`src/rtl/octdac_pkg.sv`:
```
package octdac_pkg;

    typedef enum logic {
        ST_IDLE   = 1'b0,
        ST_COMMIT = 1'b1
    } cmd_state_e;

    // Bit positions inside the global control payload
    localparam int unsigned GB_PD    = 4;
    localparam int unsigned GB_CHAIN = 3;
    localparam int unsigned GB_TWOS  = 0;

endpackage

```
`src/rtl/octdac_cmd_fsm.sv`:
```
module octdac_cmd_fsm
    import octdac_pkg::*;
#(
    parameter int unsigned NUM_CH = 8,
    parameter int unsigned CODE_W = 12,
    parameter int unsigned ADDR_W = 4
) (
    input  logic                     clk,
    input  logic                     rst_n,
    input  logic                     cmd_valid,
    input  logic [ADDR_W+CODE_W-1:0] cmd_word,
    input  logic                     twos_mode,
    output logic [NUM_CH-1:0]        code_we,
    output logic [NUM_CH*CODE_W-1:0] code_wdata,
    output logic                     gctl_we,
    output logic                     pctl_we,
    output logic                     preset_we,
    output logic [CODE_W-1:0]        raw_data
);

    localparam int unsigned WORD_W = ADDR_W + CODE_W;
    localparam logic [ADDR_W-1:0] A_GCTL      = ADDR_W'(NUM_CH);
    localparam logic [ADDR_W-1:0] A_PCTL      = ADDR_W'(NUM_CH + 1);
    localparam logic [ADDR_W-1:0] A_PRESET    = ADDR_W'(NUM_CH + 2);
    localparam logic [ADDR_W-1:0] A_PAIR_BASE = ADDR_W'(NUM_CH + 4);

    cmd_state_e          state_q, state_d;
    logic [WORD_W-1:0]   word_q;
    logic [ADDR_W-1:0]   addr;
    logic [ADDR_W-1:0]   pair_idx;
    logic [CODE_W-1:0]   conv;
    logic                commit;
    logic                pair_wr;

    // Next state
    always_comb begin
        state_d = state_q;
        unique case (state_q)
            ST_IDLE:   state_d = cmd_valid ? ST_COMMIT : ST_IDLE;
            ST_COMMIT: state_d = cmd_valid ? ST_COMMIT : ST_IDLE;
            default:   state_d = ST_IDLE;
        endcase
    end

    // State register and word capture
    always_ff @(posedge clk or negedge rst_n) begin
        if (!rst_n) begin
            state_q <= ST_IDLE;
            word_q  <= '0;
        end else begin
            state_q <= state_d;
            if (cmd_valid) begin
                word_q <= cmd_word;
            end
        end
    end

    // Decode outputs
    always_comb begin
        addr      = word_q[WORD_W-1:CODE_W];
        raw_data  = word_q[CODE_W-1:0];
        conv      = raw_data ^ {twos_mode, {(CODE_W-1){1'b0}}};
        commit    = (state_q == ST_COMMIT);
        pair_wr   = commit && (addr >= A_PAIR_BASE);
        pair_idx  = addr - A_PAIR_BASE;
        gctl_we   = commit && (addr == A_GCTL);
        pctl_we   = commit && (addr == A_PCTL);
        preset_we = commit && (addr == A_PRESET);
    end

    for (genvar c = 0; c < NUM_CH; c++) begin : g_ch
        assign code_we[c] = (commit && (addr == ADDR_W'(c))) ||
                            (pair_wr && (pair_idx == ADDR_W'(c / 2)));
        if (c % 2 == 1) begin : g_odd
            assign code_wdata[c*CODE_W +: CODE_W] = pair_wr ? ~conv : conv;
        end else begin : g_even
            assign code_wdata[c*CODE_W +: CODE_W] = conv;
        end
    end

endmodule

```
`src/rtl/octdac_ctrl_regs.sv`:
```
module octdac_ctrl_regs
    import octdac_pkg::*;
#(
    parameter int unsigned CODE_W   = 12,
    parameter int unsigned NUM_PAIR = 4
) (
    input  logic                clk,
    input  logic                rst_n,
    input  logic                gctl_we,
    input  logic                pctl_we,
    input  logic                preset_we,
    input  logic [CODE_W-1:0]   wdata,
    output logic                global_pd,
    output logic                chain_en,
    output logic                twos_mode,
    output logic [NUM_PAIR-1:0] pair_pd,
    output logic [NUM_PAIR-1:0] pair_fast,
    output logic [CODE_W-1:0]   preset_q
);

    always_ff @(posedge clk or negedge rst_n) begin
        if (!rst_n) begin
            global_pd <= 1'b0;
            chain_en  <= 1'b0;
            twos_mode <= 1'b0;
        end else if (gctl_we) begin
            global_pd <= wdata[GB_PD];
            chain_en  <= wdata[GB_CHAIN];
            twos_mode <= wdata[GB_TWOS];
        end
    end

    always_ff @(posedge clk or negedge rst_n) begin
        if (!rst_n) begin
            pair_pd   <= '0;
            pair_fast <= '0;
        end else if (pctl_we) begin
            pair_pd   <= wdata[2*NUM_PAIR-1:NUM_PAIR];
            pair_fast <= wdata[NUM_PAIR-1:0];
        end
    end

    always_ff @(posedge clk or negedge rst_n) begin
        if (!rst_n) begin
            preset_q <= '0;
        end else if (preset_we) begin
            preset_q <= wdata;
        end
    end

endmodule

```
`src/rtl/octdac_code_bank.sv`:
```
module octdac_code_bank #(
    parameter int unsigned NUM_CH = 8,
    parameter int unsigned CODE_W = 12
) (
    input  logic                     clk,
    input  logic                     rst_n,
    input  logic [NUM_CH-1:0]        code_we,
    input  logic [NUM_CH*CODE_W-1:0] code_wdata,
    input  logic                     load_n,
    input  logic                     preset_n,
    input  logic [CODE_W-1:0]        preset_q,
    output logic [NUM_CH*CODE_W-1:0] code_q,
    output logic [NUM_CH*CODE_W-1:0] latch_q,
    output logic [NUM_CH*CODE_W-1:0] dac_codes
);

    for (genvar c = 0; c < NUM_CH; c++) begin : g_ch
        always_ff @(posedge clk or negedge rst_n) begin
            if (!rst_n) begin
                code_q[c*CODE_W +: CODE_W] <= '0;
            end else if (code_we[c]) begin
                code_q[c*CODE_W +: CODE_W] <= code_wdata[c*CODE_W +: CODE_W];
            end
        end

        always_ff @(posedge clk or negedge rst_n) begin
            if (!rst_n) begin
                latch_q[c*CODE_W +: CODE_W] <= '0;
            end else if (!load_n) begin
                latch_q[c*CODE_W +: CODE_W] <= code_q[c*CODE_W +: CODE_W];
            end
        end

        assign dac_codes[c*CODE_W +: CODE_W] =
            preset_n ? latch_q[c*CODE_W +: CODE_W] : preset_q;
    end

endmodule

```
`src/rtl/octdac_regfile.sv`:
```
module octdac_regfile #(
    parameter int unsigned NUM_CH = 8,
    parameter int unsigned CODE_W = 12,
    parameter int unsigned ADDR_W = 4
) (
    input  logic                       clk,
    input  logic                       rst_n,
    input  logic                       cmd_valid,
    input  logic [ADDR_W+CODE_W-1:0]   cmd_word,
    input  logic                       load_n,
    input  logic                       preset_n,
    output logic [NUM_CH*CODE_W-1:0]   dac_codes,
    output logic [NUM_CH/2-1:0]        pair_pd,
    output logic [NUM_CH/2-1:0]        pair_fast,
    output logic                       global_pd,
    output logic                       chain_en
);

    localparam int unsigned NUM_PAIR = NUM_CH / 2;

    logic [NUM_CH-1:0]        code_we;
    logic [NUM_CH*CODE_W-1:0] code_wdata;
    logic [NUM_CH*CODE_W-1:0] code_q;
    logic [NUM_CH*CODE_W-1:0] latch_q;
    logic [CODE_W-1:0]        raw_data;
    logic [CODE_W-1:0]        preset_q;
    logic                     gctl_we;
    logic                     pctl_we;
    logic                     preset_we;
    logic                     twos_mode;

    octdac_cmd_fsm #(
        .NUM_CH (NUM_CH),
        .CODE_W (CODE_W),
        .ADDR_W (ADDR_W)
    ) u_fsm (
        .clk        (clk),
        .rst_n      (rst_n),
        .cmd_valid  (cmd_valid),
        .cmd_word   (cmd_word),
        .twos_mode  (twos_mode),
        .code_we    (code_we),
        .code_wdata (code_wdata),
        .gctl_we    (gctl_we),
        .pctl_we    (pctl_we),
        .preset_we  (preset_we),
        .raw_data   (raw_data)
    );

    octdac_ctrl_regs #(
        .CODE_W   (CODE_W),
        .NUM_PAIR (NUM_PAIR)
    ) u_ctrl (
        .clk       (clk),
        .rst_n     (rst_n),
        .gctl_we   (gctl_we),
        .pctl_we   (pctl_we),
        .preset_we (preset_we),
        .wdata     (raw_data),
        .global_pd (global_pd),
        .chain_en  (chain_en),
        .twos_mode (twos_mode),
        .pair_pd   (pair_pd),
        .pair_fast (pair_fast),
        .preset_q  (preset_q)
    );

    octdac_code_bank #(
        .NUM_CH (NUM_CH),
        .CODE_W (CODE_W)
    ) u_bank (
        .clk        (clk),
        .rst_n      (rst_n),
        .code_we    (code_we),
        .code_wdata (code_wdata),
        .load_n     (load_n),
        .preset_n   (preset_n),
        .preset_q   (preset_q),
        .code_q     (code_q),
        .latch_q    (latch_q),
        .dac_codes  (dac_codes)
    );

endmodule

```
`config.mk`:
```
export PLATFORM = sky130hd
export DESIGN_NAME = octdac_regfile
export DESIGN_NICKNAME = d
export VERILOG_FILES = /design/src/rtl/octdac_pkg.sv /design/src/rtl/octdac_cmd_fsm.sv /design/src/rtl/octdac_ctrl_regs.sv /design/src/rtl/octdac_code_bank.sv /design/src/rtl/octdac_regfile.sv
export SDC_FILE = /design/constraint.sdc
export NUM_CORES = 1
export LEC_CHECK = 0
export BUFFER_PORTS_ARGS = -buffer_cell sky130_fd_sc_hd__buf_4
export CAP_MARGIN = 20
export CORE_ASPECT_RATIO = 1.25
export CORE_MARGIN = 3
export CORE_UTILIZATION = 50
export CTS_CLUSTER_SIZE = 24
export DETAILED_ROUTE_END_ITERATION = 16
export PLACE_DENSITY = 0.8
export SETUP_SLACK_MARGIN = 0.1
export SLEW_MARGIN = 10
export SYNTH_ARGS = -nofsm -noshare
export SYNTH_HDL_FRONTEND = slang
export SYNTH_SLANG_ARGS = --single-unit
```
`constraint.sdc`:
```
create_clock -name clk -period 4.3 [get_ports clk]
set_input_delay 0 -clock clk [delete_from_list [all_inputs] [get_ports clk]]
set_output_delay 0 -clock clk [all_outputs]
set_load 0.03 [all_outputs]
```
==> flow_metrics.tcl <==
set metrics [dict create \
    status "finished clean" \
    grt-ovfl-total 0 \
    antenna_found_initial 0 \
    crit_path_end "u_bank.code_q[90]$_DFFE_PN0P_" \
    numCtsBuffers 23 \
    final.setup_skew_ps 12.94 \
    period_needed_ps 2302 \
    report.power.total_w 0.008764 \
    dp_hpwl_mm 13.49 \
    start_util_pct 51.66 \
    cts.path.max_buffers 3 \
    post-route-period-util_pct 53.52 \
    max_cap_viol_count 0 \
    setup_tns_ps 0 \
    drv_slew 0 \
    io_buffers 126 \
    instances_no_fill 1175 \
    met1_usage_pct 26.03 \
    busiest_layer "met2" \
    synth_ff_type "dfrtp_1" \
    post_cts_buffers 0 \
    yosys_warnings 0 \
    r2r_end "u_bank.code_q[90]$_DFFE_PN0P_" \
    clk_pin_slew_ps 60 \
    ys_seq_area_share_pct 59.18 \
    async_reset_ff_share_pct 100.0 \
    grt_use_met3_pct 3.337 \
    rows 56 \
    end_kind "flip-flop" \
    core_area_um2 18990 \
    cellLeakagePower_nw 5.728 \
    worstMarginPinSlew_ps 1088 \
    grt_pass1_vias 6407 \
    viasPerCell 5.186 \
    multi_input_area_um2 3754 \
    die_h_um 162.6 \
    synth_top_cell_area_share_pct 59.18 \
    critPathLaunch "u_fsm.word_q[15]$_DFFE_PN0P_" \
    fmax_mhz 434.5 \
    synthCells 762 \
    maxSlewHeadroom_pct 27.44 \
    critPathLaunchType "flip-flop" \
    io_pins 127 \
    finalHoldViolCount 0 \
    synthTopCellsByCount "dfrtp_1, mux2_2, nand2_1" \
    cts.htree.levels 1 \
    ys_top_cells_by_area "dfrtp_1, mux2_2, nand2_1" \
    drt_iter0_markers 370 \
    yosysUniqueCellTypes 24 \
    routed_wl_mm 20.94 \
    ir_drop_mv 0.4973 \
    routed-via-count 6094 \
    rrSetupSlack_ps 2000 \
    cts_root_buf "clkbuf_16" \
    yosysMostFrequentCell "dfrtp_1" \
    placed_cells 1099 \
    fin_nets 918 \
    syn_area_per_cell_um2 12.87 \
    cts_tree "yes" \
    synth_edf_count 0 \
    powerDensity_nw_per_um2 731.5 \
    setup_viol 0 \
    gp_congestion 0.7544 \
    drtAntennaViolNets 0 \
    cts.sinks 232 \
    synthesis.nets 783 \
    rsz0062_at_grt "false" \
    ys_seq_elements 232 \
    die_x_um 131.3 \
    post_drt_wl_per_cell_um 17.82 \
    clk_latency_ps 510 \
    grt.total_usage_pct 19.91 \
    path_class "reg -> reg" \
    synth_top_area_cell "dfrtp_1" \
    drive_gt1_share_pct 44.42 \
    drtPass1Iterations 4 \
    r2r-start "u_fsm.word_q[15]$_DFFE_PN0P_" \
    drc 0 \
    r2r_cells 3 \
    hold_path_class "in -> async" \
    seq_area_um2 5806 \
    required_ps 4750 \
    nFillCells 1444 \
    worstPathMaxFanout 15 \
    synth_area_um2 9809 \
    pre_cts_ws_ps 2020 \
    antennaDiodeCount 0 \
    grt_util_met2_pct 34.29 \
    arrival_ps 2750 \
    die_area_um2 21350 \
    grt_pass1_wl_mm 34.29 \
    grt_max_degree 118 \
    layout_setup_ws_ps 1998 \
    syn_to_final_growth_pct 22.13 \
]
final cells by class:
type	count	area share, %
Timing Repair Buffer	164	11.15
Clock buffer	31	5.389
Sequential cell	232	48.46
Tap cell	261	2.726
Multi-Input combinational cell	476	31.33
Clock inverter	11	0.9400
stage by stage:
step | utilization (%) | area (um^2) | hold slack [ps]
after floorplan | - | 9809 | -295.6
after global placement | 57.31 | 10880 | 127.9
after detailed placement | 57.31 | 10880 | 128.1
after CTS | 63.09 | 11980 | 180.9
after global routing | 63.09 | 11980 | 209.8
final | 63.09 | 11980 | 113.6
flip-flops by register name, indices dropped and copies added (netlist names):
| signal | count |
|---|---|
| u_bank.code_q | 96 |
| u_ctrl.pair_fast | 4 |
| u_ctrl.twos_mode | 1 |
| u_ctrl.pair_pd | 4 |
| u_fsm.word_q | 16 |
| u_ctrl.preset_q | 12 |
| u_bank.latch_q | 96 |
| u_ctrl.global_pd | 1 |
| u_fsm.commit | 1 |
| u_ctrl.chain_en | 1 |
layout by cell type, fill, tap and decap left out, drive strengths merged:
master / synthesis / routed
o21ai: 1 / 1
mux2: 231 / 231
nor3b: 4 / 4
xnor2: 13 / 13
nand3b: 5 / 5
nor3: 1 / 1
dlygate4sd3: 0 / 34
buf: 29 / 130
a21oi: 3 / 3
inv: 0 / 2
dfrtp: 232 / 232
nand3: 1 / 1
clkbuf: 25 / 31
or3b: 3 / 3
xor2: 3 / 3
nor4b: 1 / 1
nand2b: 13 / 13
nand2: 195 / 195
nand4: 1 / 1
clkinv: 0 / 7
bufinv: 0 / 2
and4b: 1 / 1
routing by layer:
| layer | up-vias | part of all wire, % |
|---|---|---|
| li1 | 2819 | - |
| met1 | 3102 | 43 |
| met5 | - | 0 |
| met4 | 0 | 2.5 |
| met3 | 33 | 4.6 |
| met2 | 140 | 50 |
timing repair:
| action | in CTS | in global routing |
|---|---|---|
| gates resized for setup | 0 | 0 |
| endpoints found under the hold margin | 132 | 0 |
| hold buffers | 34 | 0 |
report_power, final:
| part | switching, W | leakage [nW] | internal (W) | total [W] |
|---|---|---|---|---|
| Combinational | 0.00160 | 2.55 | 0.00142 | 0.00301 |
| Clock | 0.000824 | 0.382 | 0.00118 | 0.00200 |
| Sequential | 0.000570 | 2.79 | 0.00318 | 0.00375 |
| Total | 0.00299 | 5.73 | 0.00577 | 0.00876 |
worst min path at each step:
stage / cells after the start / end / slack [ps]
2_1_floorplan: 0 / u_bank.code_q[0]$_DFFE_PN0P_ / -300
3_3_place_gp: 1 / u_fsm.word_q[11]$_DFFE_PN0P_ / 130
3_5_place_dp: 1 / u_fsm.word_q[11]$_DFFE_PN0P_ / 130
4_1_cts: 2 / u_fsm.word_q[11]$_DFFE_PN0P_ / 180
5_1_grt: 2 / u_fsm.word_q[11]$_DFFE_PN0P_ / 210
6_report: 2 / u_fsm.word_q[11]$_DFFE_PN0P_ / 110
logic make-up (layout without fill, tap and decap cells):
| family | after synthesis | count (layout) | share of synthesized area [%] |
|---|---|---|---|
| XOR/XNOR | 16 | 16 | 1.429 |
| AO/OA/AOI/OAI | 4 | 4 | 0.3189 |
| multiplexers | 231 | 231 | 26.52 |
| buffers and inverters | 54 | 206 | 2.551 |
| AND/OR/NAND/NOR | 225 | 225 | 10.00 |
| flip-flops | 232 | 232 | 59.18 |
critical path, stage by stage, from the launching register on:
cell,delay (ps)
dfrtp_1,690
nand3_1,730
xnor2_1,590
mux2_2,230
(Power assumes the default switching activity.)
